==> src/rtl/mmc_mapper_pkg.sv <==
package mmc_mapper_pkg;

  // Source that serves the read data of the registered access
  typedef enum logic [1:0] {
    SRC_NONE = 2'd0,
    SRC_ROM  = 2'd1,
    SRC_RAM  = 2'd2
  } src_e;

  // 8 KB regions of the CPU space, decoded from addr[15:13]
  typedef enum logic [2:0] {
    RG_MODE  = 3'd0,  // 0x0000-0x1FFF: mode switch / RAM enable
    RG_BANK  = 3'd1,  // 0x2000-0x3FFF: base or offset select
    RG_RSEL  = 3'd2,  // 0x4000-0x5FFF: RAM bank select
    RG_ROMHI = 3'd3,  // 0x6000-0x7FFF
    RG_VID   = 3'd4,  // 0x8000-0x9FFF: not served
    RG_XRAM  = 3'd5,  // 0xA000-0xBFFF: external RAM window
    RG_WRK   = 3'd6,  // not served
    RG_TOP   = 3'd7   // not served
  } region_e;

  function automatic region_e region_of(input logic [15:0] a);
    return region_e'(a[15:13]);
  endfunction

endpackage

==> src/rtl/mmc_mode_regs.sv <==
module mmc_mode_regs
  import mmc_mapper_pkg::*;
#(
  parameter int ROM_BANKS = 64,
  parameter int RAM_BANKS = 4,
  localparam int BW = $clog2(ROM_BANKS),
  localparam int MW = (RAM_BANKS > 1) ? $clog2(RAM_BANKS) : 1
) (
  input  logic          clk,
  input  logic          rst,
  input  logic          wr_en,
  input  logic [15:0]   wr_addr,
  input  logic [7:0]    wr_data,
  output logic          banking_o,
  output logic [BW-1:0] base_o,
  output logic [BW-1:0] offset_o,
  output logic [MW-1:0] ram_bank_o,
  output logic          ram_on_o
);

  localparam logic [31:0] SPAN  = 32'(ROM_BANKS - 2);
  localparam logic [31:0] LIMIT = 32'(ROM_BANKS - 3);
  localparam logic [31:0] RAMN  = 32'(RAM_BANKS);

  logic          banking_q;
  logic [BW-1:0] base_q;
  logic [BW-1:0] off_q;
  logic [MW-1:0] rb_q;
  logic          ram_on_q;
  region_e       wr_rg;

  assign wr_rg = region_of(wr_addr);

  always_ff @(posedge clk) begin
    if (rst) begin
      banking_q <= 1'b0;
      base_q    <= '0;
      off_q     <= BW'(1);
      rb_q      <= '0;
      ram_on_q  <= 1'b0;
    end else if (wr_en) begin
      unique case (wr_rg)
        RG_MODE: begin
          if (!banking_q) banking_q <= 1'b1;
          else            ram_on_q  <= (wr_data[3:0] == 4'hA);
        end
        RG_BANK: begin
          if (!banking_q)
            base_q <= BW'({26'd0, wr_data[5:0]} % SPAN);
          else if ((32'(wr_data) + 32'(base_q)) > LIMIT)
            off_q <= BW'(LIMIT - 32'(base_q));
          else
            off_q <= BW'(wr_data);
        end
        RG_RSEL: begin
          if (banking_q) rb_q <= MW'(32'(wr_data) % RAMN);
        end
        default: ;
      endcase
    end
  end

  assign banking_o  = banking_q;
  assign base_o     = base_q;
  assign offset_o   = off_q;
  assign ram_bank_o = rb_q;
  assign ram_on_o   = ram_on_q;

  AST_MODE_STICKY: assert property (@(posedge clk) disable iff (rst)
    banking_q |=> banking_q);

  AST_RAM_OFF_FLAT: assert property (@(posedge clk) disable iff (rst)
    !banking_q |-> !ram_on_q);

  AST_BASE_RANGE: assert property (@(posedge clk) disable iff (rst)
    32'(base_q) < SPAN);

  AST_BASE_FROZEN: assert property (@(posedge clk) disable iff (rst)
    banking_q |=> $stable(base_q));

  AST_OFFSET_CLAMP: assert property (@(posedge clk) disable iff (rst)
    (wr_en && wr_rg == RG_BANK && banking_q) |=> (32'(base_q) + 32'(off_q) <= LIMIT));

  AST_RSEL_FLAT: assert property (@(posedge clk) disable iff (rst)
    (wr_en && !banking_q) |=> $stable(rb_q));

endmodule

==> src/rtl/mmc_xlate.sv <==
module mmc_xlate
  import mmc_mapper_pkg::*;
#(
  parameter int ROM_BANKS = 64,
  parameter int RAM_BANKS = 4,
  localparam int BW = $clog2(ROM_BANKS),
  localparam int MW = (RAM_BANKS > 1) ? $clog2(RAM_BANKS) : 1,
  localparam int ROM_AW = BW + 14,
  localparam int RAM_AW = MW + 13
) (
  input  logic              clk,
  input  logic              rst,
  input  logic [15:0]       cpu_addr,
  input  logic [7:0]        cpu_wdata,
  input  logic              cpu_rd,
  input  logic              cpu_wr,
  input  logic              banking,
  input  logic [BW-1:0]     base,
  input  logic [BW-1:0]     offset,
  input  logic [MW-1:0]     ram_bank,
  input  logic              ram_on,
  input  logic [7:0]        rom_rdata,
  input  logic [7:0]        ram_rdata,
  output logic [ROM_AW-1:0] rom_addr_o,
  output logic [RAM_AW-1:0] ram_addr_o,
  output logic              ram_en_o,
  output logic              ram_we_o,
  output logic [7:0]        ram_wdata_o,
  output logic [7:0]        cpu_rdata_o
);

  region_e           rg;
  logic              rom_hit;
  logic              ram_hit;
  logic [BW-1:0]     lo_bank;
  logic [BW-1:0]     hi_bank;
  logic [ROM_AW-1:0] rom_next;
  logic [RAM_AW-1:0] ram_next;

  logic [ROM_AW-1:0] rom_addr_q;
  logic [RAM_AW-1:0] ram_addr_q;
  logic              ram_en_q;
  logic              ram_we_q;
  logic [7:0]        ram_wdata_q;
  src_e              src_q;

  always_comb begin
    rg       = region_of(cpu_addr);
    rom_hit  = !cpu_addr[15];
    ram_hit  = (rg == RG_XRAM) && ram_on;
    lo_bank  = BW'(2) + base;
    hi_bank  = lo_bank + offset;
    if (!banking)
      rom_next = ROM_AW'(cpu_addr[14:0]);
    else
      rom_next = {(cpu_addr[14] ? hi_bank : lo_bank), cpu_addr[13:0]};
    ram_next = {ram_bank, cpu_addr[12:0]};
  end

  always_ff @(posedge clk) begin
    if (rst) begin
      rom_addr_q  <= '0;
      ram_addr_q  <= '0;
      ram_en_q    <= 1'b0;
      ram_we_q    <= 1'b0;
      ram_wdata_q <= '0;
      src_q       <= SRC_NONE;
    end else begin
      if (cpu_rd && rom_hit) rom_addr_q <= rom_next;
      if ((cpu_rd || cpu_wr) && ram_hit) ram_addr_q <= ram_next;
      if (cpu_wr && ram_hit) ram_wdata_q <= cpu_wdata;
      ram_en_q <= (cpu_rd || cpu_wr) && ram_hit;
      ram_we_q <= cpu_wr && ram_hit;
      if (!cpu_rd)      src_q <= SRC_NONE;
      else if (rom_hit) src_q <= SRC_ROM;
      else if (ram_hit) src_q <= SRC_RAM;
      else              src_q <= SRC_NONE;
    end
  end

  always_comb begin
    unique case (src_q)
      SRC_ROM: cpu_rdata_o = rom_rdata;
      SRC_RAM: cpu_rdata_o = ram_rdata;
      default: cpu_rdata_o = 8'hFF;
    endcase
  end

  assign rom_addr_o  = rom_addr_q;
  assign ram_addr_o  = ram_addr_q;
  assign ram_en_o    = ram_en_q;
  assign ram_we_o    = ram_we_q;
  assign ram_wdata_o = ram_wdata_q;

  AST_FLAT_IDENTITY: assert property (@(posedge clk) disable iff (rst)
    (cpu_rd && !banking && !cpu_addr[15]) |=>
      (rom_addr_o == ROM_AW'($past(cpu_addr[14:0]))));

  AST_RAM_GATED: assert property (@(posedge clk) disable iff (rst)
    ((cpu_rd || cpu_wr) && !ram_on) |=> !ram_en_o);

  AST_WE_WITH_EN: assert property (@(posedge clk) disable iff (rst)
    ram_we_o |-> ram_en_o);

  AST_UNSERVED_FF: assert property (@(posedge clk) disable iff (rst)
    (cpu_rd && cpu_addr[15:13] == 3'b100) |=> (cpu_rdata_o == 8'hFF));

  AST_IDLE_FF: assert property (@(posedge clk) disable iff (rst)
    (!cpu_rd) |=> (cpu_rdata_o == 8'hFF));

endmodule

==> src/rtl/mmc_multicart_mapper.sv <==
module mmc_multicart_mapper #(
  parameter int ROM_BANKS = 64,
  parameter int RAM_BANKS = 4,
  localparam int BW = $clog2(ROM_BANKS),
  localparam int MW = (RAM_BANKS > 1) ? $clog2(RAM_BANKS) : 1,
  localparam int ROM_AW = BW + 14,
  localparam int RAM_AW = MW + 13
) (
  input  logic              clk,
  input  logic              rst,
  input  logic [15:0]       cpu_addr,
  input  logic [7:0]        cpu_wdata,
  input  logic              cpu_rd,
  input  logic              cpu_wr,
  input  logic [7:0]        rom_rdata,
  input  logic [7:0]        ram_rdata,
  output logic [ROM_AW-1:0] rom_addr,
  output logic [RAM_AW-1:0] ram_addr,
  output logic              ram_en,
  output logic              ram_we,
  output logic [7:0]        ram_wdata,
  output logic [7:0]        cpu_rdata
);

  logic          banking;
  logic [BW-1:0] base;
  logic [BW-1:0] offset;
  logic [MW-1:0] ram_bank;
  logic          ram_on;

  mmc_mode_regs #(
    .ROM_BANKS (ROM_BANKS),
    .RAM_BANKS (RAM_BANKS)
  ) u_regs (
    .clk        (clk),
    .rst        (rst),
    .wr_en      (cpu_wr),
    .wr_addr    (cpu_addr),
    .wr_data    (cpu_wdata),
    .banking_o  (banking),
    .base_o     (base),
    .offset_o   (offset),
    .ram_bank_o (ram_bank),
    .ram_on_o   (ram_on)
  );

  mmc_xlate #(
    .ROM_BANKS (ROM_BANKS),
    .RAM_BANKS (RAM_BANKS)
  ) u_xlate (
    .clk         (clk),
    .rst         (rst),
    .cpu_addr    (cpu_addr),
    .cpu_wdata   (cpu_wdata),
    .cpu_rd      (cpu_rd),
    .cpu_wr      (cpu_wr),
    .banking     (banking),
    .base        (base),
    .offset      (offset),
    .ram_bank    (ram_bank),
    .ram_on      (ram_on),
    .rom_rdata   (rom_rdata),
    .ram_rdata   (ram_rdata),
    .rom_addr_o  (rom_addr),
    .ram_addr_o  (ram_addr),
    .ram_en_o    (ram_en),
    .ram_we_o    (ram_we),
    .ram_wdata_o (ram_wdata),
    .cpu_rdata_o (cpu_rdata)
  );

endmodule

==> config.mk <==
export PLATFORM = sky130hd
export DESIGN_NAME = mmc_multicart_mapper
export DESIGN_NICKNAME = d
export VERILOG_FILES = /design/src/rtl/mmc_mapper_pkg.sv /design/src/rtl/mmc_mode_regs.sv /design/src/rtl/mmc_xlate.sv /design/src/rtl/mmc_multicart_mapper.sv
export SDC_FILE = /design/constraint.sdc
export NUM_CORES = 1
export LEC_CHECK = 0
export BUFFER_PORTS_ARGS = -buffer_cell sky130_fd_sc_hd__buf_2
export CAP_MARGIN = 20
export CORE_ASPECT_RATIO = 1.2
export CORE_MARGIN = 4
export CORE_UTILIZATION = 55
export CTS_BUF_LIST = sky130_fd_sc_hd__clkbuf_8 sky130_fd_sc_hd__clkbuf_16
export DETAILED_ROUTE_END_ITERATION = 6
export MAX_ROUTING_LAYER = met4
export PLACE_DENSITY_LB_ADDON = 0.05
export SYNTH_ARGS = -nofsm -noshare
export SYNTH_HDL_FRONTEND = slang
export SYNTH_HIERARCHICAL = 1
export SYNTH_SLANG_ARGS = --single-unit
==> constraint.sdc <==
create_clock -name clk -period 5.9 [get_ports clk]
set_input_delay 0.295 -clock clk [delete_from_list [all_inputs] [get_ports clk]]
set_output_delay 0.295 -clock clk [all_outputs]
set_load 0.01 [all_outputs]
Word-level counts from Yosys, hierarchy flattened
Cells that the tools add are included.
W data, S select, Z words.

word-level totals
  flip-flop bits (word level) = 63
  input port bits = 44

cells by class
  bitwise logic cells = 3
  divide/modulo/power cells = 1
  muxes and demuxes = 6
  order comparisons = 1
  equal/unequal tests = 6
  $add $sub $neg = 4
  reduce and logical (&&, ||, !) cells = 14

operators with widths
  operator                count
  $gt A32 B6 Y1 const B   1
  $mod A6 B6 Y32 const B  1
  $mux W20                1
  $pmux W8 S2             1
  $mux W6                 2
  $reduce_and A3 Y1       4
  $add A8 B6 Y9           1
  $add A2 B6 Y6 const A   1
  $add A6 B6 Y6           1
  $sub A6 B6 Y6 const A   1
  $eq A4 B4 Y1 const B    1
  $logic_and A1 B1 Y1     4
  $eq A3 B1 Y1 const B    1
  $eq A3 B2 Y1 const B    1
  $eq A3 B3 Y1 const B    1
  $logic_not A3 Y1        1
  $not A1 Y1              3
  $reduce_or A3 Y1        1
  $eq A2 B1 Y1 const B    1
  $eq A2 B2 Y1 const B    1
  $mux W2                 1
  $reduce_and A2 Y1       1
  $reduce_or A2 Y1        1
  $logic_not A1 Y1        1
  other kinds (2)         2

Depth between registers and ports, before layout
  word-level depth = 4
  gate-level depth with buffers = 10
  mapped depth without buffers = 9

Hierarchy
Netlist, hierarchy kept.

modules (own cells, without submodules)
  module         area each (sq um)  sequential area each (sq um)  instances  cells each
  mmc_xlate      2120.8             940.9                         1          256
  mmc_mode_regs  1011.0             320.3                         1          121

Least setup slack after synthesis
No wires, ideal clock.

  path kind = register -> register
  start point = reg u_regs.base_q[0], in the netlist u_regs/base_o[0]
  end point = reg u_regs.off_q[2], in the netlist u_regs/offset_o[2]
  arrival time = 2.457 ns
  clock period less this slack = 2.519 ns
  buffers on the path = 1
  cell stages (with the launch flop) = 10
  path slack = 3.381 ns
  data required time = 5.838 ns
  cell sequence = dfxtp_1 ha_1 inv_1 fa_1 and2b_2 or4_1 o311a_1 buf_6 or4_1 nand3_1

between the ends
  longest elaborated chain between the ends = 3

RTL lines
  what                    line                 source
  start, declared         mmc_mode_regs.sv:26  logic [BW-1:0] base_q;
  start signal, assigned  mmc_mode_regs.sv:49  base_q <= BW'({26'd0, wr_data[5:0]} % SPAN);
  $add A8 B6 Y9           mmc_mode_regs.sv:50  else if ((32'(wr_data) + 32'(base_q)) > LIMIT)
  $gt A32 B6 Y1           mmc_mode_regs.sv:50
  $mux W6 (*)             mmc_mode_regs.sv:50
  end signal, assigned    mmc_mode_regs.sv:51  off_q <= BW'(LIMIT - 32'(base_q));
  end signal, assigned    mmc_mode_regs.sv:53  off_q <= BW'(wr_data);
  end, declared           mmc_mode_regs.sv:27  logic [BW-1:0] off_q;

Every way passes the cells marked *; elsewhere a longest branch is shown, timed or not.
A chain may end at the register's enable or synchronous reset.

Final worst setup path
  start point = reg u_regs.base_q[1], in the netlist u_regs/base_o[1]
  end point = reg u_regs.off_q[2], in the netlist u_regs/offset_o[2]

The elaborated chain is that of the path after synthesis.

==> metrics.yaml <==
timing:
  layout_worst_path_cycle_share: 0.475
  grt_setup_unrepaired: "false"
  transition_at_the_pin_with_the_smallest_max_transition_slack_ns: 0.860
  final_number_of_hold_violating_endpoints: 0
  final.setup_skew_ns: 0.0102
  setup_violation_total_in_the_final_timing_report: 0
  layout_setup_ws_ns: 3.10
  tns_ns: 0
  max_freq_mhz: 357
  drv_slew: 0
  timing.max_slew.rel_slack: 0.427
  final.min_clock_period_ns: 2.80
synth:
  yosys.cell_types.count: 53
  synth_enable_flop_cells: 0
  synth.largest_area_cell: "sky130_fd_sc_hd__dfxtp_1"
  largest_cells_by_area_after_synthesis: "sky130_fd_sc_hd__dfxtp_1, sky130_fd_sc_hd__nand2_1, sky130_fd_sc_hd__a21oi_1"
  synth_largest_type_area_fraction: 0.403
  synth_flop_cell: "sky130_fd_sc_hd__dfxtp_1"
  syn_inst: 377
  post_synthesis_net_count: 439
  avgSynthCellArea_sq_um: 8.31
  yosys_register_bits: 63
  synth-warning-count: 6
  synth.cell_area_sq_mm: 0.00313
  synth_sequential_area_ratio: 0.403
  fraction_of_registers_with_async_set_or_reset_after_synthesis: 0
floorplan:
  fp.dieArea_sq_mm: 0.00697
  start_util: 0.579
  num_io_pins: 97
  number_of_placement_rows: 29
  placeableCoreArea_sq_mm: 0.00541
  dieHeight_microns: 90.7
  die_x_microns: 76.9
final_layout:
  final_layout_size_suffix_gt1_frac: 0.269
  layout.filler_cells: 449
  most-common-layout-cells: "sky130_fd_sc_hd__buf_2, sky130_fd_sc_hd__nand2_1, sky130_fd_sc_hd__dfxtp_1"
  multiInputGateArea_sq_mm: 0.00172
  antenna-diode-count: 0
  flow.area_growth_from_synthesis_pct: 22.0
  mostFrequentLayoutCell: "sky130_fd_sc_hd__buf_2"
  layout.area.seq_sq_mm: 0.00126
  num-nets-final: 526
job:
  max-cap-violations: 0
run_status:
  run_status: "finished clean"
drt:
  drt-total-wl_microns: 7730
  drt-vias-per-instance: 5.54
  wl_per_cell_microns: 14.6
  detail_route.iter0.violations: 161
  detail_route.drc_violations: 0
  ant_nets: 0
  dr_total_vias: 2943
  drtPass1Iterations: 4
pwr:
  peakVddDrop_uv: 167
  p_per_area_mw_per_mm2: 243
  total_leakage_power_nw: 1.69
cts:
  clockRootBuffer: "sky130_fd_sc_hd__clkbuf_8"
  cts_hold_buffers: 0
  ctsResizeCount: 0
  worstSkewPairLatency_ns: 0.34
  clock_path_buffers: 2
  num_cts_buffers: 9
  cts.htree.levels: 3
  numClockSinks: 63
  clock_tree_from_tritoncts: "yes"
  cts_post_setup_buffers_inserted: 0
  clk_pin_slew_ns: 0.08
worst_setup_path:
  start_kind: "flip-flop"
  timing.critical_path.to_type: "flip-flop"
  criticalPathCategory: "reg2reg"
  critPathRequiredTime_ns: 6.18
  crit_buf_inv: 1
  critPathMaxStageDelay_ns: 0.54
  cpLargestDelayFamily: "simple AND/OR/NAND/NOR gates"
  path_max_fanout: 10
  crit_arrival_ns: 3.08
  cpMaxStageDelayCell: "sky130_fd_sc_hd__dfxtp_1"
  critical_path.cell_chain: "inv_1 -> fa_1 -> and2b_2 -> or4_1 -> o311a_1 -> or4_1 -> nand3_1"
  worst_path_most_repeated_cell: "sky130_fd_sc_hd__or4_1"
global_route:
  vias_in_the_first_global_route: 2816
  global_route.overflow_total: 0
  total_track_usage: 0.234
  antenna_found_initial: 0
  grt_max_degree: 62
  grt_pass1_wl_microns: 12800
place:
  post-place-ws_ns: 3.16
  placer_congestion_estimate: 0.822
  hpwl_microns: 5640
  buffer_ports.inserted: 96
hold_path:
  worst_hold_path_type: "in2reg"
-- cells in the mapped netlist, types with 3 or more instances --
master,number
sky130_fd_sc_hd__xnor2_1,5
sky130_fd_sc_hd__a221o_1,8
sky130_fd_sc_hd__a211oi_1,7
sky130_fd_sc_hd__buf_2,6
sky130_fd_sc_hd__mux2i_1,6
sky130_fd_sc_hd__nand4b_1,3
sky130_fd_sc_hd__ha_1,16
sky130_fd_sc_hd__nand2b_1,4
sky130_fd_sc_hd__dfxtp_1,63
sky130_fd_sc_hd__a21oi_1,53
sky130_fd_sc_hd__o21ai_0,4
sky130_fd_sc_hd__nand3_1,22
sky130_fd_sc_hd__clkbuf_1,13
sky130_fd_sc_hd__nor2b_1,3
sky130_fd_sc_hd__or4_1,3
sky130_fd_sc_hd__nand2_1,81
sky130_fd_sc_hd__xor2_1,5
sky130_fd_sc_hd__nor2_1,16
sky130_fd_sc_hd__inv_1,13
sky130_fd_sc_hd__and3_1,4
-- layout make-up --
class                           instances  area share
Tap cell                               62      0.0203
Clock buffer                            9      0.0324
Inverter                               13      0.0128
Clock inverter                          7      0.0252
Sequential cell                        63       0.330
Multi-Input combinational cell        279       0.449
Timing Repair Buffer                   98       0.130
-- registers in the layout (all words and copies together), names as in the netlist --
name	count
u_xlate/ram_en_o	1
u_regs/ram_bank_o	2
u_xlate/src_q	2
u_regs/banking_o	1
u_regs/offset_o	6
u_regs/base_o	6
u_xlate/ram_we_o	1
u_xlate/rom_addr_o	20
u_xlate/ram_wdata_o	8
u_regs/ram_on_o	1
u_xlate/ram_addr_o	15
-- per-layer routing --
layer,vias to the layer above,wire length (microns),GRT usage
li1,1492,-,-
met1,1353,3390,0.268
met2,89,3730,0.379
met3,9,500,0.0719
met4,0,107,0.0967
met5,-,0,-
-- tightest hold or removal path, delay by kind of cell --
kind / cells / cell delay [ns]
buffers and inverters: 1 / 0.10
and+or+nand+nor: 1 / 0.05
AOI/OAI and AO/OA: 1 / 0.05
-- per-stage QoR --
step	cells	area, sq um	util	hold WS (ns)	total power, W
2_1_floorplan	377	3130	-	0.428	0.000493
3_3_place_gp	515	3600	0.666	0.439	0.000526
3_5_place_dp	515	3600	0.666	0.444	0.000527
4_1_cts	531	3820	0.707	0.177	0.000942
5_1_grt	531	3820	0.707	0.179	0.000974
6_report	531	3820	0.707	0.190	0.000930
-- logic make-up after synthesis --
logic type                 Yosys count  synth area share
and+or+nand+nor                    151             0.224
AOI/OAI and AO/OA                   94             0.201
DFF                                 63             0.403
buffers and inverters               35            0.0491
adders and majority gates           18            0.0767
xor gates and xnor gates            10            0.0280
muxes                                6            0.0192
-- path summary, 6_finish.rpt --
check | start | slack, ns | to | depth (start not counted)
hold reg to reg | u_xlate/rom_addr_o[6] | 0.45 | u_xlate/rom_addr_o[6] | 2
setup reg to reg | u_regs/base_o[1] | 3.10 | u_regs/offset_o[2] | 7
hold / removal | cpu_addr[6] | 0.19 | u_xlate/rom_addr_o[6] | 3
setup / recovery | u_regs/base_o[1] | 3.10 | u_regs/offset_o[2] | 7
-- power by group --
group          switching [W]  internal [W]
sequential        0.00000496      0.000431
clock               0.000173      0.000238
combinational      0.0000488     0.0000335
Power figures use the tool's default switching activity.
